File: src/rtl/lad_pkg.sv
package lad_pkg;
    localparam int unsigned LAD_HW_BLKS    = 8;
    localparam int unsigned LAD_HW_THREADS = 1536;
    localparam int unsigned LAD_CAP_BASE   = 64;
    localparam int unsigned LAD_CAP_STEPS  = 5;

    typedef enum logic [1:0] {
        ST_IDLE  = 2'd0,
        ST_CHECK = 2'd1,
        ST_OFFER = 2'd2
    } lad_state_e;
endpackage

File: src/rtl/lad_cap_decode.sv
module lad_cap_decode #(
    parameter int THR_W     = 11,
    parameter int MAX_THR   = 1536,
    parameter int CAP_BASE  = 64,
    parameter int CAP_STEPS = 5
) (
    input  logic [2:0]       cap_sel,
    output logic [THR_W-1:0] thr_limit
);
    localparam int RAW_W = THR_W + 8;

    logic [RAW_W-1:0] raw;

    // Codes below CAP_STEPS double from CAP_BASE; the rest mean no extra cap
    always_comb begin
        if (cap_sel < 3'(CAP_STEPS)) begin
            raw = RAW_W'(CAP_BASE) << cap_sel;
        end else begin
            raw = RAW_W'(MAX_THR);
        end
        if (raw > RAW_W'(MAX_THR)) begin
            raw = RAW_W'(MAX_THR);
        end
        thr_limit = raw[THR_W-1:0];
    end
endmodule

File: src/rtl/lad_core_occ.sv
module lad_core_occ #(
    parameter int MAX_BLKS = 8,
    parameter int THR_W    = 11,
    parameter int CNT_W    = 4
) (
    input  logic             clk,
    input  logic             rst_n,
    input  logic             add_en,
    input  logic [THR_W-1:0] add_thr,
    input  logic             sub_en,
    input  logic [THR_W-1:0] sub_thr,
    input  logic [THR_W-1:0] req_thr,
    input  logic [THR_W-1:0] thr_limit,
    output logic             fits,
    output logic [CNT_W-1:0] blk_cnt,
    output logic [THR_W-1:0] thr_cnt
);
    logic [THR_W:0] thr_sum;

    // Dispatch and retire may land in the same cycle; both apply
    always_ff @(posedge clk) begin
        if (!rst_n) begin
            blk_cnt <= '0;
            thr_cnt <= '0;
        end else begin
            blk_cnt <= blk_cnt + CNT_W'(add_en) - CNT_W'(sub_en);
            thr_cnt <= thr_cnt + (add_en ? add_thr : '0) - (sub_en ? sub_thr : '0);
        end
    end

    always_comb begin
        thr_sum = {1'b0, thr_cnt} + {1'b0, req_thr};
        fits    = (blk_cnt < CNT_W'(MAX_BLKS)) && (thr_sum <= {1'b0, thr_limit});
    end
endmodule

File: src/rtl/lad_dispatcher.sv
module lad_dispatcher
    import lad_pkg::*;
#(
    parameter int NUM_CORES = 4,
    parameter int ID_W      = 8,
    parameter int THR_W     = 11,
    parameter int MAX_BLKS  = LAD_HW_BLKS,
    parameter int MAX_THR   = LAD_HW_THREADS
) (
    input  logic                       clk,
    input  logic                       rst_n,
    input  logic                       cfg_keep,
    input  logic [2:0]                 cfg_cap,
    input  logic                       in_valid,
    output logic                       in_ready,
    input  logic [ID_W-1:0]            in_id,
    input  logic [THR_W-1:0]           in_thr,
    output logic [NUM_CORES-1:0]       dsp_valid,
    input  logic [NUM_CORES-1:0]       dsp_ready,
    output logic [ID_W-1:0]            dsp_id,
    input  logic [NUM_CORES-1:0]       ret_pulse,
    input  logic [NUM_CORES*THR_W-1:0] ret_thr
);
    localparam int PTR_W = (NUM_CORES > 1) ? $clog2(NUM_CORES) : 1;
    localparam int CNT_W = $clog2(MAX_BLKS + 1);
    localparam int LAST  = NUM_CORES - 1;

    lad_state_e state_q, state_d;
    logic [PTR_W-1:0] ptr_q, ptr_wrap;
    logic [ID_W-1:0]  hold_id_q;
    logic [THR_W-1:0] hold_thr_q;
    logic [THR_W-1:0] thr_limit;
    logic [NUM_CORES-1:0] fits_vec;
    logic cur_fits, commit;
    logic [NUM_CORES*CNT_W-1:0] occ_blk_flat;
    logic [NUM_CORES*THR_W-1:0] occ_thr_flat;

    lad_cap_decode #(
        .THR_W    (THR_W),
        .MAX_THR  (MAX_THR),
        .CAP_BASE (LAD_CAP_BASE),
        .CAP_STEPS(LAD_CAP_STEPS)
    ) u_cap (
        .cap_sel  (cfg_cap),
        .thr_limit(thr_limit)
    );

    for (genvar c = 0; c < NUM_CORES; c++) begin : g_core
        lad_core_occ #(
            .MAX_BLKS(MAX_BLKS),
            .THR_W   (THR_W),
            .CNT_W   (CNT_W)
        ) u_occ (
            .clk      (clk),
            .rst_n    (rst_n),
            .add_en   (commit && (ptr_q == PTR_W'(c))),
            .add_thr  (hold_thr_q),
            .sub_en   (ret_pulse[c]),
            .sub_thr  (ret_thr[c*THR_W +: THR_W]),
            .req_thr  (hold_thr_q),
            .thr_limit(thr_limit),
            .fits     (fits_vec[c]),
            .blk_cnt  (occ_blk_flat[c*CNT_W +: CNT_W]),
            .thr_cnt  (occ_thr_flat[c*THR_W +: THR_W])
        );
    end

    always_comb begin
        ptr_wrap = (ptr_q == PTR_W'(LAST)) ? '0 : ptr_q + 1'b1;
        cur_fits = fits_vec[ptr_q];
        commit   = (state_q == ST_OFFER) && dsp_ready[ptr_q];
    end

    // State register, pointer and held block
    always_ff @(posedge clk) begin
        if (!rst_n) begin
            state_q    <= ST_IDLE;
            ptr_q      <= '0;
            hold_id_q  <= '0;
            hold_thr_q <= '0;
        end else begin
            state_q <= state_d;
            if (state_q == ST_IDLE && in_valid) begin
                hold_id_q  <= in_id;
                hold_thr_q <= in_thr;
            end
            if (state_q == ST_CHECK && !cur_fits && cfg_keep) begin
                ptr_q <= ptr_wrap;
            end else if (commit && !cfg_keep) begin
                ptr_q <= ptr_wrap;
            end
        end
    end

    // Next-state logic
    always_comb begin
        state_d = state_q;
        unique case (state_q)
            ST_IDLE:  if (in_valid)          state_d = ST_CHECK;
            ST_CHECK: if (cur_fits)          state_d = ST_OFFER;
            ST_OFFER: if (dsp_ready[ptr_q])  state_d = ST_IDLE;
            default:                         state_d = ST_IDLE;
        endcase
    end

    // Outputs
    always_comb begin
        in_ready  = (state_q == ST_IDLE);
        dsp_valid = '0;
        if (state_q == ST_OFFER) begin
            dsp_valid[ptr_q] = 1'b1;
        end
        dsp_id = hold_id_q;
    end
endmodule

File: config.mk
export PLATFORM = sky130hd
export DESIGN_NAME = lad_dispatcher
export DESIGN_NICKNAME = d
export VERILOG_FILES = /design/src/rtl/lad_pkg.sv /design/src/rtl/lad_cap_decode.sv /design/src/rtl/lad_core_occ.sv /design/src/rtl/lad_dispatcher.sv
export SDC_FILE = /design/constraint.sdc
export NUM_CORES = 1
export LEC_CHECK = 0
export BUFFER_PORTS_ARGS = -buffer_cell sky130_fd_sc_hd__buf_4
export CORE_MARGIN = 10
export CORE_UTILIZATION = 61
export DETAILED_ROUTE_END_ITERATION = 6
export PLACE_DENSITY = 0.92
export SLEW_MARGIN = 20
export SYNTH_ARGS = -nofsm -noshare
export SYNTH_HDL_FRONTEND = slang
export SYNTH_SLANG_ARGS = --single-unit
File: constraint.sdc
create_clock -name clk -period 5.14 [get_ports clk]
set_input_delay 0.257 -clock clk [delete_from_list [all_inputs] [get_ports clk]]
set_output_delay 0.257 -clock clk [all_outputs]
set_load 0.01 [all_outputs]
==> summary.txt, run 1 <==
Mean Syn Cell Area: 8.16 µm²
Asr flop ratio synth: 0
CP cell instances: ha_1 -> fa_1 -> a211oi_1 -> nor2_1 -> o21a_1 -> o21a_1 -> o21a_1 -> nor2_1 -> o21bai_1 -> a21oi_1 -> xnor2_1 -> ha_1 -> nand4_1 -> nor3_1 -> mux2i_1 -> o21ai_0 -> o32a_2 -> o32a_2 -> mux2i_1
CP startpoint kind: flip-flop
Layout Nets: 1423
Core Util, Final: 0.699
Register area share after synthesis: 0.187
CP peak stage delay: 0.60 ns
Total wire length: 22.1 mm
Crit path DAT: 5.02 ns
Total congestion overflow: 0
Crit-path max FO: 9
Tcrit/Tclk final: 0.928
Clock sink count: 83
Routed len/inst: 16.3 µm
Metal2 WL: 11.0 mm
Rows: 44
Post-CTS Hold Buffers: 0
#FFs+latches synth: 83
Count of different cell masters after synthesis: 65
Reg clk slew, reported paths: 0.07 ns
Metal3 WL: 1.15 mm
Worst Clk Skew: 0.00614 ns
Max-cap viol count: 0
Mapped Area: 0.00890 mm²
# port buffers: 90
RSZ-0062 raised after global routing: false
CP max stage cell: a211oi_1
Ys Warns: 0
Met1 WL: 8.86 mm
Min cycle time layout: 4.77 ns
Core Area: 0.0144 mm²
Clk buf depth: 2
Top delay family on crit path: compound AO/OA/AOI/OAI gates
Initial core utilization: 0.617
Fin. max-slew vios: 0
Post-DP HPWL: 17.4 mm
Syn_nets: 1340
Worst Hold Class: in -> reg
Clock share of power: 0.155
Worst slew pin tran: 0.838 ns
Sw Ratio: 0.430
Most used DFF post-synth: dfxtp_1
Worst skew pair latency: 0.36 ns
Post-synth EDFFs: 0
Status: finished, final reports clean
Logic pwr share: 0.631
Final setup viols: 0
Total Power: 4.71 mW
Initial antenna violation count: 0
Crit end category: flip-flop
Gr usage total: 0.223
CTS tree: yes
First-pass iteration count of the detailed router: 5
Die height: 141 µm
Post-CTS Setup Bufs: 0
Cts bufs inserted: 9
WP data required: 5.39 ns
WP buf/inv: 0
WS Path Type: reg -> reg
Worst vdd ir: 0.413 mV
Fmax: 210 MHz
IO Count: 91
DRT iter0 DRCs: 584
H-tree depth: 3
Mapped Cells: 1090
Internal power of the cells: 2.69 mW
Pin count of the biggest net entering global routing: 90
First-pass GRT wire length: 37.0 mm
Setup TNS Final: 0 ns
Area grow syn2layout: 13.2%
Static Leak: 4.87 nW
CTS resizes: 0
Via-to-Cell Ratio: 5.70
Die X: 141 µm
Total die area: 0.0198 mm²
DRT antenna net count: 0
Final Hold Vio Count: 0
NetSw: 2.02 mW
Pwr dens: 467 mW/mm²
Placer Congestion: 0.951
Max_slew headroom: 0.427
Vias in the first global route: 8010
Crit path top cell by count: o21a_1
Uppermost routed layer: met4
DRC viols: 0
CTS Root Cell: clkbuf_16
Sequential Power Share: 0.214
Ant. Diodes: 0
Share of post-route cells with drive strength above 1: 0.120
Vias: 7770
cell usage after synthesis (15+ instances only):
cell type  instances  share of area
inv_1            175          0.074
ha_1             124           0.17
nand2_1          111          0.047
and2_1            90          0.063
dfxtp_1           83           0.19
xnor2_1           58          0.057
a21oi_1           54          0.030
fa_1              48           0.11
o21ai_0           44          0.025
nor2_1            35          0.015
a21boi_0          24          0.020
clkbuf_1          23         0.0097
nor2b_1           23          0.016
a21o_1            18          0.015
nor3b_1           15          0.013
power groups by stage:
stage / combinational (mW) / sequential [mW] / clock [mW]
final: 2.97 / 1.01 / 0.730
after global routing: 3.37 / 1.03 / 0.755
after CTS: 2.95 / 1.00 / 0.737
after detailed placement: 2.91 / 1.02 / 0
after global placement: 2.75 / 1.01 / 0
after floorplan: 2.33 / 0.972 / 0
metrics by stage:
stage               cell area [µm²]  setup WS, ns  hold WS, ns  instances
global route                  10100        0.0328        0.160       1362
floorplan                      8900         0.867        0.402       1090
finish                        10100         0.370        0.155       1362
detailed placement             9750         0.477        0.462       1346
CTS                           10100         0.429        0.149       1362
global placement               9750         0.617        0.454       1346
layout by cell type, fill, tap and decap left out, types with 4 or more instances in the layout:
cell,instances
nor4_1,4
and3_1,6
fa_1,48
nand2b_1,8
a211o_1,6
and2_1,90
ha_1,124
nor2b_1,23
and3b_1,4
xnor2_1,58
dfxtp_1,83
buf_4,101
nor2_1,35
a21o_1,18
o21a_1,14
a211oi_1,11
o2111ai_1,5
a21oi_1,54
o211ai_1,7
clkbuf_16,9
mux2i_1,7
o21ai_0,44
o21bai_1,7
xor2_1,10
nand2_1,111
a21boi_0,24
nor3_1,9
inv_1,175
nor3b_1,15
mux2_2,4
nand3_1,10
kinds of logic after synthesis:
group	after synthesis	share of synthesized area
buf+inv	204	0.0891
compound gates	214	0.159
mux	12	0.0155
simple gates	337	0.201
fa+ha+maj	172	0.282
xor+xnor	68	0.0669
flops	83	0.187
worst register-to-register path: stages, from the launching register on:
cell and delay, ns:
dfxtp_1 0.43, ha_1 0.28, fa_1 0.40, a211oi_1 0.60
nor2_1 0.17, o21a_1 0.21, o21a_1 0.16, o21a_1 0.16
nor2_1 0.15, o21bai_1 0.09, a21oi_1 0.17, xnor2_1 0.08
ha_1 0.29, nand4_1 0.07, nor3_1 0.26, mux2i_1 0.23
o21ai_0 0.16, o32a_2 0.23, o32a_2 0.40, mux2i_1 0.12
sequential cells by signal, indices dropped and copies added, names as in the netlist:
signal / flops
dsp_id: 8
g_core.u_occ.blk_cnt: 16
hold_thr_q: 11
g_core.u_occ.thr_cnt: 44
ptr_q: 2
state_q: 2
final timing paths:
check | startpoint | end | slack (ns) | cells after the start
worst max-delay path | hold_thr_q[0]$_SDFFE_PN0P_ | ptr_q[1]$_SDFFE_PN0P_ | 0.37 | 19
worst min-delay path | in_thr[9] | hold_thr_q[9]$_SDFFE_PN0P_ | 0.15 | 3
worst max register to register | hold_thr_q[0]$_SDFFE_PN0P_ | ptr_q[1]$_SDFFE_PN0P_ | 0.37 | 19
worst min register to register | dsp_id[7]$_SDFFE_PN0P_ | dsp_id[7]$_SDFFE_PN0P_ | 0.47 | 2
routing by layer:
metal / GRT usage / up-vias
met5: 0 / -
met4: 0.117 / 0
met3: 0.0369 / 84
met2: 0.388 / 273
met1: 0.256 / 3640
li1: - / 3773
layout make-up:
type	count	area [µm²]
clock buffers	9	225
multi-input cells	803	6440
fillers	1094	4350
flip-flops and latches	83	1660
well taps	184	230
clock inverters	7	100
inverters	175	657
repair buffers	101	758
(Power assumes the default switching activity.)
==> inputs of run 2 (changes only) <==
CELL_PAD_IN_SITES_DETAIL_PLACEMENT = 1   (was default)
CELL_PAD_IN_SITES_GLOBAL_PLACEMENT = 1   (was default)
CORE_UTILIZATION = 46   (was 61)
GPL_TIMING_DRIVEN = 0   (was default)
==> run 2 against run 1 <==
  * Via count grew 2.4%
  * Critical endpoint is now ptr_q[0]$_SDFFE_PN0P_
  * Combinational power grew 5%
  * Sequential power grew 4%
  * Highest routed layer unchanged
  * Sequential share of layout area shrank 0.15 points
  * Largest power group unchanged
  * Final area grew 1.3%
  * Non-clock buffer count grew 18
==> summary.txt, run 2 (synthesis gave the netlist of run 1 again) <==
H-tree depth: 3 (unchanged)
Placed Area: 0.00990 mm² (+1.5%)
Crit end category: flip-flop
Most frequent cells in the layout: inv_1, ha_1, nand2_1
Post-route insts no fill: 1456 (+6.9%)
Static Leak: 4.86 nW (-0.23%)
Total wire length: 28.1 mm (+27%)
DRT iter0 DRCs: 438 (-25%)
Placer Congestion: 0.875 (-8.0%)
Fmax: 204 MHz (-2.6%)
First-pass GRT wire length: 45.6 mm (+23%)
Core Util, Final: 0.540 (-0.158)
Pin count of the biggest net entering global routing: 17 (-81%)
Final Cell Area: 0.0102 mm² (+1.3%)
Commonest non-fill, non-tap cell in the layout: inv_1
Logic pwr share: 0.644 (+0.013)
Status: finished, final reports clean
Gr usage total: 0.220 (-0.00290)
Max_slew headroom: 0.246 (-0.181)
Final setup viols: 0 (unchanged)
CTS Root Cell: clkbuf_16
Final Hold Vio Count: 0 (unchanged)
Routed len/inst: 19.3 µm (+19%)
Sw Ratio: 0.458 (+0.0280)
Clock sink count: 83 (unchanged)
# port buffers: 90 (unchanged)
Tcrit/Tclk final: 0.953 (+0.0248)
CP peak stage delay: 0.44 ns (-0.16 ns)
Worst setup margin: 0.243 ns (-0.127 ns)
Total congestion overflow: 0 (unchanged)
Worst skew pair latency: 0.37 ns (about the same)
Top Registers: g_core.u_occ.thr_cnt: 44 flops, g_core.u_occ.blk_cnt: 16 flops, hold_thr_q: 11 flops
Worst Hold Class: in -> reg
WS Path Type: reg -> reg
Clk buf depth: 2 (unchanged)
Layout Nets: 1441 (+1.3%)
Sequential Power Share: 0.216 (+0.002)
Vias in the first global route: 8908 (+11%)
Layout fillers: 2360 (+120%)
Core Area: 0.0189 mm² (+31%)
CP startpoint kind: flip-flop
Area grow syn2layout: 14.7%
Reg clk slew, reported paths: 0.08 ns (about the same)
Worst slew pin tran: 1.10 ns (+0.265 ns)
Min cycle time layout: 4.90 ns (+0.127 ns)
Total die area: 0.0253 mm² (+28%)
Fin. max-slew vios: 0 (unchanged)
Die X: 159 µm (+13%)
CP max stage cell: dfxtp_2
Crit path DAT: 5.15 ns (+0.13 ns)
Internal power of the cells: 2.63 mW (-2.2%)
Share of post-route cells with drive strength above 1: 0.120 (+0.000707)
Placed cell count: 1440 (+7.0%)
Post-DP HPWL: 21.4 mm (+23%)
Crit-path max FO: 9 (unchanged)
Top reg by flops: g_core.u_occ.thr_cnt
Vias: 7960 (+2.4%)
Post-CTS Hold Buffers: 0 (unchanged)
Via-to-Cell Ratio: 5.47 (-4.2%)
Ant. Diodes: 0 (unchanged)
Setup WS pre-CTS: 0.0429 ns (-0.434 ns)
Max-cap viol count: 0 (unchanged)
NetSw: 2.22 mW (+9.5%)
Rows: 50 (+14%)
Initial core utilization: 0.471 (-0.146)
Max FFs per register: 44 (unchanged)
Pwr dens: 474 mW/mm² (+1.5%)
IO Count: 91 (unchanged)
Clock share of power: 0.139 (-0.016)
Die height: 159 µm (+13%)
Min Hold Slack: 0.141 ns (-0.0136 ns)
Worst Clk Skew: 0.0122 ns (+0.00603 ns)
Setup TNS Final: 0 ns (unchanged)
CTS tree: yes
DRC viols: 0 (unchanged)
First-pass iteration count of the detailed router: 5 (unchanged)
Cts bufs inserted: 9 (unchanged)
Total Power: 4.84 mW (+2.8%)
Initial antenna violation count: 0 (unchanged)
Worst vdd ir: 0.186 mV (-55%)
DRT antenna net count: 0 (unchanged)
WP data required: 5.40 ns (about the same)
CP cell instances: ha_1 -> fa_1 -> a211oi_2 -> nor2_1 -> o21a_1 -> o21ai_0 -> nand2b_1 -> a21oi_1 -> o21bai_1 -> a21oi_1 -> xnor2_1 -> ha_1 -> nand2_1 -> nor4_1 -> mux2i_1 -> o21a_1 -> o32a_2 -> o32a_2 -> mux2i_1
## run 2: routing by layer
metal	GRT usage	vias to the layer above	routed length, µm
met5	0	-	0
met4	0.108	0	1120
met3	0.0258	63	968
met2	0.410	170	14900
met1	0.241	3932	11200
li1	-	3795	-
## run 2: repair_timing
action,4_1_cts,5_1_grt
endpoints found under the setup margin,2,4
setup buffers,0,0
resized for setup,1,8
## run 2: final timing paths
kind / startpoint / end / slack, ns / cells after the start
max reg2reg: hold_thr_q[0]$_SDFFE_PN0P_ / ptr_q[0]$_SDFFE_PN0P_ / 0.24 / 19
min: in_id[7] / dsp_id[7]$_SDFFE_PN0P_ / 0.14 / 3
min reg2reg: dsp_id[7]$_SDFFE_PN0P_ / dsp_id[7]$_SDFFE_PN0P_ / 0.47 / 2
max: hold_thr_q[0]$_SDFFE_PN0P_ / ptr_q[0]$_SDFFE_PN0P_ / 0.24 / 19
## run 2: cell type report
type                            instances  area, µm²  share of cell area
Buffer                                 29        138              0.0135
Clock buffer                           10        239              0.0234
Clock inverter                          6       53.8             0.00527
Inverter                              175        657              0.0643
Multi-Input combinational cell        803       6450               0.632
Sequential cell                        83       1670               0.163
Tap cell                              260        325              0.0319
Timing Repair Buffer                   90        676              0.0662
## run 2: power groups by stage
stage | sequential, mW | combinational [mW] | clock, mW
finish | 1.05 | 3.12 | 0.674
global route | 1.07 | 3.50 | 0.705
CTS | 1.04 | 3.11 | 0.679
detailed placement | 1.06 | 3.02 | 0
global placement | 1.04 | 2.78 | 0
floorplan | 0.972 | 2.33 | 0
## run 2: critical path, delay by kind of cell (launching register included)
| kind | cells | cell delay (ns) |
|---|---|---|
| AOI/OAI and AO/OA | 9 | 2.27 |
| adders and majority gates | 3 | 0.99 |
| and+or+nand+nor | 4 | 0.72 |
| DFF | 1 | 0.44 |
| muxes | 2 | 0.27 |
| xor gates and xnor gates | 1 | 0.10 |
==> inputs of run 3 (changes only) <==
CTS_BUF_LIST = sky130_fd_sc_hd__clkbuf_16   (was default)
==> run 3 against run 2 <==
  * Sequential share of layout area about the same
  * Clock skew decreased by 0.0019 ns
  * Die area unchanged
  * Largest power group unchanged
  * Highest routed layer unchanged
==> summary.txt, run 3 (synthesis gave the netlist of run 1 again) <==
Status: finished, final reports clean
Total die area: 0.0253 mm² (unchanged)
Sw Ratio: 0.454 (-0.00409)
Gr usage total: 0.215 (-0.00479)
Internal power of the cells: 2.61 mW (-0.76%)
CTS Root Cell: clkbuf_16
Sequential Power Share: 0.220 (+0.004)
Setup TNS Final: 0 ns (unchanged)
Post-CTS Hold Buffers: 0 (unchanged)
# port buffers: 90 (unchanged)
Clk buf depth: 2 (unchanged)
H-tree depth: 3 (unchanged)
Vias in the first global route: 8817 (-1.0%)
Crit-path max FO: 9 (unchanged)
CP startpoint kind: flip-flop
Cell depth of the worst hold path: 3 (unchanged)
Ant. Diodes: 0 (unchanged)
Pin count of the biggest net entering global routing: 17 (unchanged)
CTS tree: yes
First-pass GRT wire length: 44.7 mm (-1.9%)
Worst vdd ir: 0.183 mV (-1.4%)
Final Hold Vio Count: 0 (unchanged)
Rows: 50 (unchanged)
Max_slew headroom: 0.266 (+0.0200)
Share of post-route cells with drive strength above 1: 0.119 (-0.00167)
Min cycle time layout: 4.90 ns (-0.00117 ns)
Total wire length: 27.2 mm (-3.1%)
Cts bufs inserted: 9 (unchanged)
Worst Clk Skew: 0.0102 ns (-0.00194 ns)
Placer Congestion: 0.875 (unchanged)
Clock sink count: 83 (unchanged)
Post-DP HPWL: 21.4 mm (unchanged)
Register area: 0.00167 mm² (unchanged)
Tcrit/Tclk final: 0.953 (about the same)
Max FFs per register: 44 (unchanged)
Commonest non-fill, non-tap cell in the layout: inv_1
Layout Nets: 1441 (unchanged)
NetSw: 2.16 mW (-2.4%)
First-pass iteration count of the detailed router: 6 (+1)
Via-to-Cell Ratio: 5.46 (-0.21%)
Static Leak: 4.85 nW (-0.13%)
Routed len/inst: 18.7 µm (-3.1%)
Clock share of power: 0.137 (-0.002)
Flop2flop setup slack: 0.24 ns (about the same)
IO Count: 91 (unchanged)
Crit end category: flip-flop
Most frequent cells in the layout: inv_1, ha_1, nand2_1
Area of the multi-input gates: 0.00645 mm² (about the same)
DRT antenna net count: 0 (unchanged)
Initial antenna violation count: 0 (unchanged)
Reg clk slew, reported paths: 0.07 ns (about the same)
Vias: 7943 (-0.21%)
Fin. max-slew vios: 0 (unchanged)
Reg-to-reg endpoint: ptr_q[0]$_SDFFE_PN0P_
Logic pwr share: 0.643 (about the same)
Core Util, Final: 0.540 (-0.000795)
Core Area: 0.0189 mm² (unchanged)
Top reg by flops: g_core.u_occ.thr_cnt
Die height: 159 µm (unchanged)
WP data required: 5.39 ns (about the same)
Die X: 159 µm (unchanged)
WS Path Type: reg -> reg
Hold path start: in_thr[8]
Worst slew pin tran: 1.07 ns (-0.0292 ns)
Total congestion overflow: 0 (unchanged)
Fmax: 204 MHz (about the same)
DRC viols: 0 (unchanged)
Worst skew pair latency: 0.37 ns (about the same)
Initial core utilization: 0.471 (unchanged)
Top Registers: g_core.u_occ.thr_cnt: 44 flops, g_core.u_occ.blk_cnt: 16 flops, hold_thr_q: 11 flops
R2R depth: 19 (unchanged)
Reg-to-reg startpoint: hold_thr_q[0]$_SDFFE_PN0P_
Crit path DAT: 5.15 ns (about the same)
Max-cap viol count: 0 (unchanged)
DRT iter0 DRCs: 414 (-5.5%)
Area grow syn2layout: 14.6%
Hold Crit Endpoint: hold_thr_q[8]$_SDFFE_PN0P_
Final setup viols: 0 (unchanged)
Layout fillers: 2366 (+0.25%)
Pwr dens: 468 mW/mm² (-1.4%)
Worst Hold Class: in -> reg
==> run 3: worst max-delay path, cell delays in order, from the launching register on <==
cell and delay [ns]:
dfxtp_2 0.44, ha_1 0.26, fa_1 0.42, a211oi_2 0.39, nor2_1 0.13, o21a_1 0.18
o21ai_0 0.16, nand2b_1 0.09, a21oi_1 0.27, o21bai_1 0.11, a21oi_1 0.20, xnor2_1 0.10
ha_1 0.31, nand2_1 0.09, nor4_1 0.43, mux2i_1 0.14, o21a_1 0.13, o32a_2 0.39
o32a_2 0.41, mux2i_1 0.13
==> run 3: cell type report <==
type,instances,area share
inverters,175,0.0644
plain buffers,29,0.0135
flip-flops and latches,83,0.164
clock inverters,7,0.00564
multi-input cells,803,0.633
well taps,260,0.0319
clock buffers,9,0.0221
repair buffers,90,0.0663
==> run 3: metal layers <==
layer  vias up  routed length [µm]  track usage
met4         0                1030       0.0973
met5         -                   0            0
li1       3801                   -            -
met3        68                1010       0.0320
met2       165               14300        0.398
met1      3909               10900        0.237
==> run 3: worst max path at each step <==
stage                                from                     to  slack (ns)  depth (start not counted)
6_report       hold_thr_q[0]$_SDFFE_PN0P_  ptr_q[0]$_SDFFE_PN0P_        0.24                         19
5_1_grt        hold_thr_q[0]$_SDFFE_PN0P_  ptr_q[0]$_SDFFE_PN0P_       -0.03                         19
4_1_cts        hold_thr_q[0]$_SDFFE_PN0P_  ptr_q[0]$_SDFFE_PN0P_       0.009                         19
3_5_place_dp   hold_thr_q[0]$_SDFFE_PN0P_  ptr_q[0]$_SDFFE_PN0P_        0.04                         19
3_3_place_gp   hold_thr_q[0]$_SDFFE_PN0P_  ptr_q[0]$_SDFFE_PN0P_        0.28                         19
2_1_floorplan  hold_thr_q[0]$_SDFFE_PN0P_  ptr_q[1]$_SDFFE_PN0P_        0.87                         19
==> run 3: stage by stage <==
stage	hold slack [ns]	area, µm²	power, mW	setup WS (ns)	instances
finish	0.142	10200	4.77	0.244	1456
global route	0.154	10200	5.22	-0.0311	1456
CTS	0.141	10200	4.77	0.00865	1456
global placement	0.454	9900	3.82	0.280	1440
floorplan	0.402	8900	3.30	0.867	1090
detailed placement	0.467	9900	4.07	0.0429	1440
==> run 3: power groups by stage <==
| stage | combinational (mW) | clock (mW) | sequential (mW) |
|---|---|---|---|
| floorplan | 2.33 | 0 | 0.972 |
| global placement | 2.78 | 0 | 1.04 |
| detailed placement | 3.02 | 0 | 1.06 |
| CTS | 3.07 | 0.659 | 1.04 |
| global route | 3.47 | 0.687 | 1.07 |
| finish | 3.07 | 0.654 | 1.05 |
==> run 3: what timing repair did <==
| action | 4_1_cts | 5_1_grt |
|---|---|---|
| buffers inserted | 0 | 0 |
| gates resized for setup | 0 | 8 |
| endpoints found under the setup margin | 0 | 6 |
